File: config.mk
export PLATFORM = sky130hd
export DESIGN_NAME = supv_reset_seq
export DESIGN_NICKNAME = d
export VERILOG_FILES = /design/src/rtl/supv_pkg.sv /design/src/rtl/supv_sync.sv /design/src/rtl/supv_mr_qual.sv /design/src/rtl/supv_hold_timer.sv /design/src/rtl/supv_reset_seq.sv
export SDC_FILE = /design/constraint.sdc
export NUM_CORES = 1
export LEC_CHECK = 0
export BUFFER_PORTS_ARGS = -buffer_cell sky130_fd_sc_hd__buf_4
export CAP_MARGIN = 40
export CORE_MARGIN = 1
export CORE_UTILIZATION = 45
export DETAILED_ROUTE_END_ITERATION = 16
export HOLD_SLACK_MARGIN = 0.12
export PLACE_DENSITY = 0.6
export SETUP_SLACK_MARGIN = 0.15
export SKIP_CTS_REPAIR_TIMING = 1
export SLEW_MARGIN = 20
export SYNTH_ARGS = -nofsm -noshare
export SYNTH_HDL_FRONTEND = slang
export SYNTH_SLANG_ARGS = --single-unit
export TNS_END_PERCENT = 10
File: constraint.sdc
create_clock -name clk -period 2.4 [get_ports clk]
set_clock_uncertainty 0.1 [all_clocks]
set_input_delay 0.12 -clock clk [delete_from_list [all_inputs] [get_ports clk]]
set_output_delay 0.12 -clock clk [all_outputs]
set_load 0.01 [all_outputs]
File: src/rtl/supv_pkg.sv
package supv_pkg;

  // Bits needed to hold the values 0..max_val.
  function automatic int unsigned width_for(input int unsigned max_val);
    int unsigned w;
    w = $clog2(max_val + 1);
    return (w < 1) ? 1 : w;
  endfunction

  // Saturating increment against an integer ceiling.
  function automatic int unsigned sat_next(input int unsigned cur, input int unsigned ceil);
    return (cur >= ceil) ? ceil : cur + 1;
  endfunction

  // Asynchronous request levels, in the order the synchronizer carries them.
  typedef struct packed {
    logic uv_main;
    logic uv_aux;
    logic mr_n;
  } supv_async_t;

  localparam supv_async_t ASYNC_IDLE = '{uv_main: 1'b0, uv_aux: 1'b0, mr_n: 1'b1};

endpackage

File: src/rtl/supv_sync.sv
module supv_sync #(
  parameter int unsigned WIDTH = 3,
  parameter int unsigned STAGES = 2,
  parameter logic [WIDTH-1:0] RST_VAL = '0
) (
  input  logic             clk,
  input  logic             rst_n,
  input  logic [WIDTH-1:0] din,
  output logic [WIDTH-1:0] dout
);

  for (genvar s = 0; s < STAGES; s++) begin : g_stage
    logic [WIDTH-1:0] q;
    if (s == 0) begin : g_first
      always_ff @(posedge clk or negedge rst_n) begin
        if (!rst_n) q <= RST_VAL;
        else        q <= din;
      end
    end else begin : g_next
      always_ff @(posedge clk or negedge rst_n) begin
        if (!rst_n) q <= RST_VAL;
        else        q <= g_stage[s-1].q;
      end
    end
  end

  assign dout = g_stage[STAGES-1].q;

endmodule

File: src/rtl/supv_mr_qual.sv
module supv_mr_qual
  import supv_pkg::*;
#(
  parameter int unsigned QUAL_CYCLES = 4
) (
  input  logic clk,
  input  logic rst_n,
  input  logic mr_n_s,
  output logic mr_req
);

  localparam int unsigned CW = width_for(QUAL_CYCLES);
  localparam logic [CW-1:0] LAST = CW'(QUAL_CYCLES - 1);

  logic [CW-1:0] streak_q;
  logic          req_q;
  logic          streak_full;

  assign streak_full = (streak_q == LAST);

  always_ff @(posedge clk or negedge rst_n) begin
    if (!rst_n) begin
      streak_q <= '0;
      req_q    <= 1'b0;
    end else if (mr_n_s) begin
      streak_q <= '0;
      req_q    <= 1'b0;
    end else begin
      if (!streak_full) streak_q <= streak_q + CW'(1);
      req_q <= req_q | streak_full;
    end
  end

  assign mr_req = req_q;

endmodule

File: src/rtl/supv_hold_timer.sv
module supv_hold_timer
  import supv_pkg::*;
#(
  parameter int unsigned HOLD_CYCLES = 16
) (
  input  logic clk,
  input  logic rst_n,
  input  logic load,
  output logic busy
);

  localparam int unsigned HW = width_for(HOLD_CYCLES);
  localparam logic [HW-1:0] HOLD_V = HW'(HOLD_CYCLES);

  logic [HW-1:0] left_q;

  always_ff @(posedge clk or negedge rst_n) begin
    if (!rst_n)              left_q <= HOLD_V;
    else if (load)           left_q <= HOLD_V;
    else if (left_q != '0)   left_q <= left_q - HW'(1);
  end

  assign busy = (left_q != '0);

endmodule

File: src/rtl/supv_reset_seq.sv
module supv_reset_seq
  import supv_pkg::*;
#(
  parameter int unsigned HOLD_CYCLES = 1000,
  parameter int unsigned MR_QUAL_CYCLES = 100,
  parameter int unsigned SYNC_STAGES = 2
) (
  input  logic clk,
  input  logic rst_n,
  input  logic uv_main_i,
  input  logic uv_aux_i,
  input  logic mr_n_i,
  input  logic wdog_fault_i,
  output logic reset_n_o,
  output logic reset_active_o
);

  localparam int unsigned AW = $bits(supv_async_t);

  supv_async_t raw;
  supv_async_t synced;
  logic [AW-1:0] synced_bits;

  logic mr_n_s;
  logic mr_req;
  logic level_req;
  logic any_req;
  logic hold_busy;

  assign raw = '{uv_main: uv_main_i, uv_aux: uv_aux_i, mr_n: mr_n_i};

  supv_sync #(
    .WIDTH  (AW),
    .STAGES (SYNC_STAGES),
    .RST_VAL(ASYNC_IDLE)
  ) u_sync (
    .clk  (clk),
    .rst_n(rst_n),
    .din  (raw),
    .dout (synced_bits)
  );

  assign synced = supv_async_t'(synced_bits);
  assign mr_n_s = synced.mr_n;

  supv_mr_qual #(
    .QUAL_CYCLES(MR_QUAL_CYCLES)
  ) u_mr_qual (
    .clk   (clk),
    .rst_n (rst_n),
    .mr_n_s(mr_n_s),
    .mr_req(mr_req)
  );

  assign level_req = synced.uv_main | synced.uv_aux | mr_req;
  assign any_req   = level_req | wdog_fault_i;

  supv_hold_timer #(
    .HOLD_CYCLES(HOLD_CYCLES)
  ) u_hold (
    .clk  (clk),
    .rst_n(rst_n),
    .load (any_req),
    .busy (hold_busy)
  );

  assign reset_n_o      = ~hold_busy;
  assign reset_active_o = hold_busy;

endmodule

Word level (Yosys, flattened, before mapping)
Index checks and enable logic that the tools add are counted.

operators by class
  $add $sub $neg = 2
  eq/ne operators = 2
  muxes and demuxes = 5
  bitwise gates (word level) = 5
  reduce and logical (&&, ||, !) cells = 2

operators with widths
  operator                                             number
  2-to-1 mux 10 bit                                    2
  2-to-1 mux 7 bit                                     2
  nonzero test 10 bit                                  1
  subtractor 10 x 1 -> 10 bit (second input constant)  1
  adder 7 x 1 -> 7 bit (second input constant)         1
  == test 7 bit (second input constant)                1
  OR 1 bit                                             4
  != test 2 bit (second input constant)                1
  nonzero test 2 bit                                   1
  2-to-1 mux 1 bit                                     1
  inverter 1 bit                                       1

word-level totals
  flip-flop bits (word level) = 24
  output and inout bits = 2
  logic and storage cells = 21

Logic depth before layout (Yosys ltp)
  word-level depth = 4
  depth in mapped cells = 5
  gate-level depth less buffers = 5

Modules after synthesis
Synthesis repeated with hierarchy kept, for this count alone.

unflattened totals
  cell total of the unflattened synthesis = 101
  area total of the unflattened synthesis = 1131.1 µm²

by module, submodules not included
  module           times used  cells an instance  area an instance (µm²)  seq. area each (µm²)
  supv_hold_timer  1           55                 550.5                   257.7
  supv_mr_qual     1           38                 416.6                   200.2
  supv_sync        1           6                  152.6                   152.6
  supv_reset_seq   1           2                  11.3                    0.0

Worst setup path before layout
OpenSTA, ideal clock, no wires.

  path type = register to register
  from = register u_hold.left_q[4]
  to = register u_hold.left_q[9]
  arrival time = 1.469 ns
  data required time = 2.187 ns
  path slack = 0.719 ns
  cell stages (with the launch flop) = 5
  path buffers = 1
  clock period less this slack = 1.681 ns
  path through = dfrtp_1 > or4_4 > buf_6 > o41ai_1 > o311ai_1

on the way
  cells in the longest elaborated chain, start to end = 3
  elaborated cells on any way between the ends = 5

RTL lines
  item                         line                   source
  start: declaration           supv_hold_timer.sv:15  logic [HW-1:0] left_q;
  start signal: assignment     supv_hold_timer.sv:20  else if (left_q != '0) left_q <= left_q - HW'(1);
  subtractor 10 x 1 -> 10 bit  supv_hold_timer.sv:20
  2-to-1 mux 10 bit            supv_hold_timer.sv:20
  2-to-1 mux 10 bit            supv_hold_timer.sv:19  else if (load) left_q <= HOLD_V;

Parallel ways exist; a longest one is shown, timed or not. The select of a mux whose other input is x is not followed.
A chain may end at the register's enable or synchronous reset.

Final worst setup path
  from = register u_hold.left_q[0]
  to = output port reset_n_o

on the way
  cells in the longest elaborated chain, start to end = 2

RTL lines
  item                 line                   source
  nonzero test 10 bit  supv_hold_timer.sv:23  assign busy = (left_q != '0);
  inverter 1 bit       supv_reset_seq.sv:67   assign reset_n_o = ~hold_busy;
  end: declaration     supv_reset_seq.sv:14   output logic reset_n_o,

Every way passes these cells.

==> results.yml <==
routing:
  drcViolationCount: 0
  viasPerCell: 5.76
  wl_um: 2120
  drtPass1Iterations: 4
  initialDrtViolationCount: 6
  wl_per_cell_um: 14.1
  drtAntennaViolNets: 0
  vias: 864
outcome:
  status: "complete, no violations"
global_route:
  first_global_vias: 822
  antenna_found_initial: 0
  grtUsageTotal_pct: 18.5
  grt_pass1_wl_um: 3660
  grt.overflow.total: 0
  grt_max_degree: 25
synth:
  yosys.area_share.simple_pct: 24.3
  yosysTopAreaCellShare_pct: 34.4
  synth-compound-area-share_pct: 14.6
  yosys.area.top_type: "dfrtp_1"
  synthAdderAreaFrac_pct: 2.15
  postSynthAreaPerCell_um2: 11.0
  synth_cells: 106
  syn_area_um2: 1160
  synthTopCellsByArea: "dfrtp_1 34%, dfstp_2 18%, a21oi_1 3.0%, mux2i_1 2.6%, nand3_1 2.6%"
  ys_async_sr_fraction_pct: 100
  ys_seq_area_share_pct: 52.5
  synth-xor-area-share_pct: 1.51
  yosysUniqueCellTypes: 40
  synth_mux_area_share_pct: 2.58
  synth_seq_cells: 24
  yosysMostFrequentCell: "dfrtp_1"
  yosysWarnings: 0
  synth_edf_count: 0
  synth_top_family_by_area: "simple AND/OR/NAND/NOR gates"
  synth_fp_nets: 114
  synth_common_cells: "16 x dfrtp_1, 8 x dfstp_2, 7 x a21oi_1, 7 x nor2_1, 6 x nand3_1"
  synthFlopType: "dfrtp_1"
clock_tree:
  htree_levels: 1
  clk_path_buf_depth: 2
  cts.clk_slew.worst_paths_ns: 0.13
  clk_latency_ns: 0.31
  root_buffer: "clkbuf_4"
  cts_buffers: 3
  cts_tree: "done"
  clock-sinks: 24
min_path:
  hold_class: "primary input to asynchronous set/reset pin"
cells_and_area:
  syn2layout_area_growth_pct: 16.0
  utilization_pct: 54.9
  n_antenna_cell: 0
  num-nets-final: 129
  fin_area_um2: 1350
  drive_gt1_share_pct: 23.3
critical_path:
  required_ns: 2.18
  worstSetupPathType: "flip-flop to primary output"
  crit_path_max_incr_delay_ns: 0.42
  cp_cell_sequence: "inv_1, ha_1, nor2b_2, nand3_1, inv_1, buf_4"
  crit_path_max_fanout: 7
  endpoint_kind: "primary output"
  arrival_ns: 1.78
  critPathLaunchType: "flip-flop"
  crit_slowest_cell: "dfrtp_1"
  crit_path_frequent_cell: "inv_1"
timing:
  setup_tns_ns: 0
  min_period_ns: 2.00
  hold-worst-slack_ns: 0.118
  rsz0062_at_grt: "no"
  fmax_mhz: 500
  worst_pin_slew_ns: 0.728
  slew_viol_final: 0
  fin_crit_sh_pct: 83.4
  slew_headroom_pct: 51.0
  setup-violations-final: 0
  hold_viol_final: 0
floorplanning:
  row_count: 18
  start_util_pct: 47.3
  coreArea_um2: 2450
  die_h_um: 52.8
  die_area_um2: 2790
  die_width_um: 52.8
  ios: 8
placed_design:
  port_buffers: 7
  placed_area_um2: 1240
  routabilityCongestion: 0.732
  detailed_place_hpwl_um: 1520
power:
  finalPower_mw: 0.776
  cellLeakagePower_nw: 0.517
  ir_drop_uv: 415
  cellPowerDensity_nw_per_um2: 575
job:
  max-cap-violations: 0
-- critical path: cells and delay by family (launching register included) --
family,cells,cell delay (ns)
and+or+nand+nor,2,0.45
DFF,1,0.42
buffers and inverters,3,0.31
adders and majority gates,1,0.28
-- power breakdown --
group | leakage, nW | internal, mW | switching (mW)
combinational | 0.194 | 0.0279 | 0.0275
clock | 0.0279 | 0.169 | 0.121
sequential | 0.295 | 0.419 | 0.0115
-- registers in the layout, summed over array words and instances, names as in the netlist --
name	count
u_mr_qual.streak_q	7
u_hold.left_q	10
u_mr_qual.mr_req	1
u_sync.dout	3
u_sync.g_stage.q	3
-- layout make-up --
class | count | area [µm²]
fillers | 216 | 1110
flip-flops and latches | 24 | 611
multi-input cells | 77 | 534
repair buffers | 12 | 103
well taps | 30 | 37.5
clock inverters | 1 | 30.0
clock buffers | 3 | 22.5
inverters | 3 | 11.3
-- logic make-up (layout without fill, tap and decap cells) --
| kind of cell | count (synthesis) | after routing |
|---|---|---|
| adder cells (fa/ha/maj) | 2 | 2 |
| flip-flops | 24 | 24 |
| AO/OA/AOI/OAI | 24 | 24 |
| buffers and inverters | 5 | 19 |
| multiplexers | 3 | 3 |
| XOR/XNOR | 2 | 2 |
| AND/OR/NAND/NOR | 46 | 46 |
-- through the flow --
stage | setup WS, ns | std cells
after global placement | 0.708 | 141
final | 0.399 | 150
after CTS | 0.295 | 145
after detailed placement | 0.635 | 141
after global routing | 0.197 | 150
after floorplan | 0.719 | 106
-- final timing paths --
| check | endpoint | slack, ns | from | cells after the start |
|---|---|---|---|---|
| min in group clk | u_sync.dout[0] | 0.27 | u_sync.g_stage[0].q[0] | 0 |
| worst max register to register | u_hold.left_q[9] | 0.64 | u_hold.left_q[2] | 3 |
| max in group asynchronous | u_hold.left_q[5] | 1.80 | rst_n | 2 |
| worst min-delay path | u_mr_qual.streak_q[6] | 0.12 | rst_n | 2 |
| worst max-delay path | reset_n_o | 0.40 | u_hold.left_q[0] | 6 |
| worst min register to register | u_sync.dout[0] | 0.27 | u_sync.g_stage[0].q[0] | 0 |
-- routing by layer --
layer,part of all wire (%),track usage [%],wire length [µm]
met1,53,26.1,1120
met2,45,28.1,946
met3,1.6,3.48,34
met4,1.2,6.58,25
met5,0,0,0
-- placed cells by master, fill, tap and decap left out, types with 2 or more instances in the layout --
cell type | synthesis | final
or3_1 | 4 | 4
dfstp_2 | 8 | 8
clkbuf_4 | 0 | 3
a21oi_1 | 7 | 7
mux2i_1 | 3 | 3
nor2_1 | 7 | 7
inv_1 | 3 | 3
nor3_1 | 3 | 3
o31ai_1 | 3 | 3
dfrtp_1 | 16 | 16
buf_4 | 0 | 7
dlygate4sd3_1 | 0 | 5
nor4_2 | 1 | 2
xor2_1 | 2 | 2
nor2b_1 | 3 | 2
o21ai_0 | 5 | 5
nand2b_1 | 3 | 3
ha_1 | 2 | 2
and2_1 | 2 | 2
nand3_1 | 6 | 6
or4_1 | 3 | 3
nand2_1 | 3 | 3
Power figures use the tool's default switching activity.
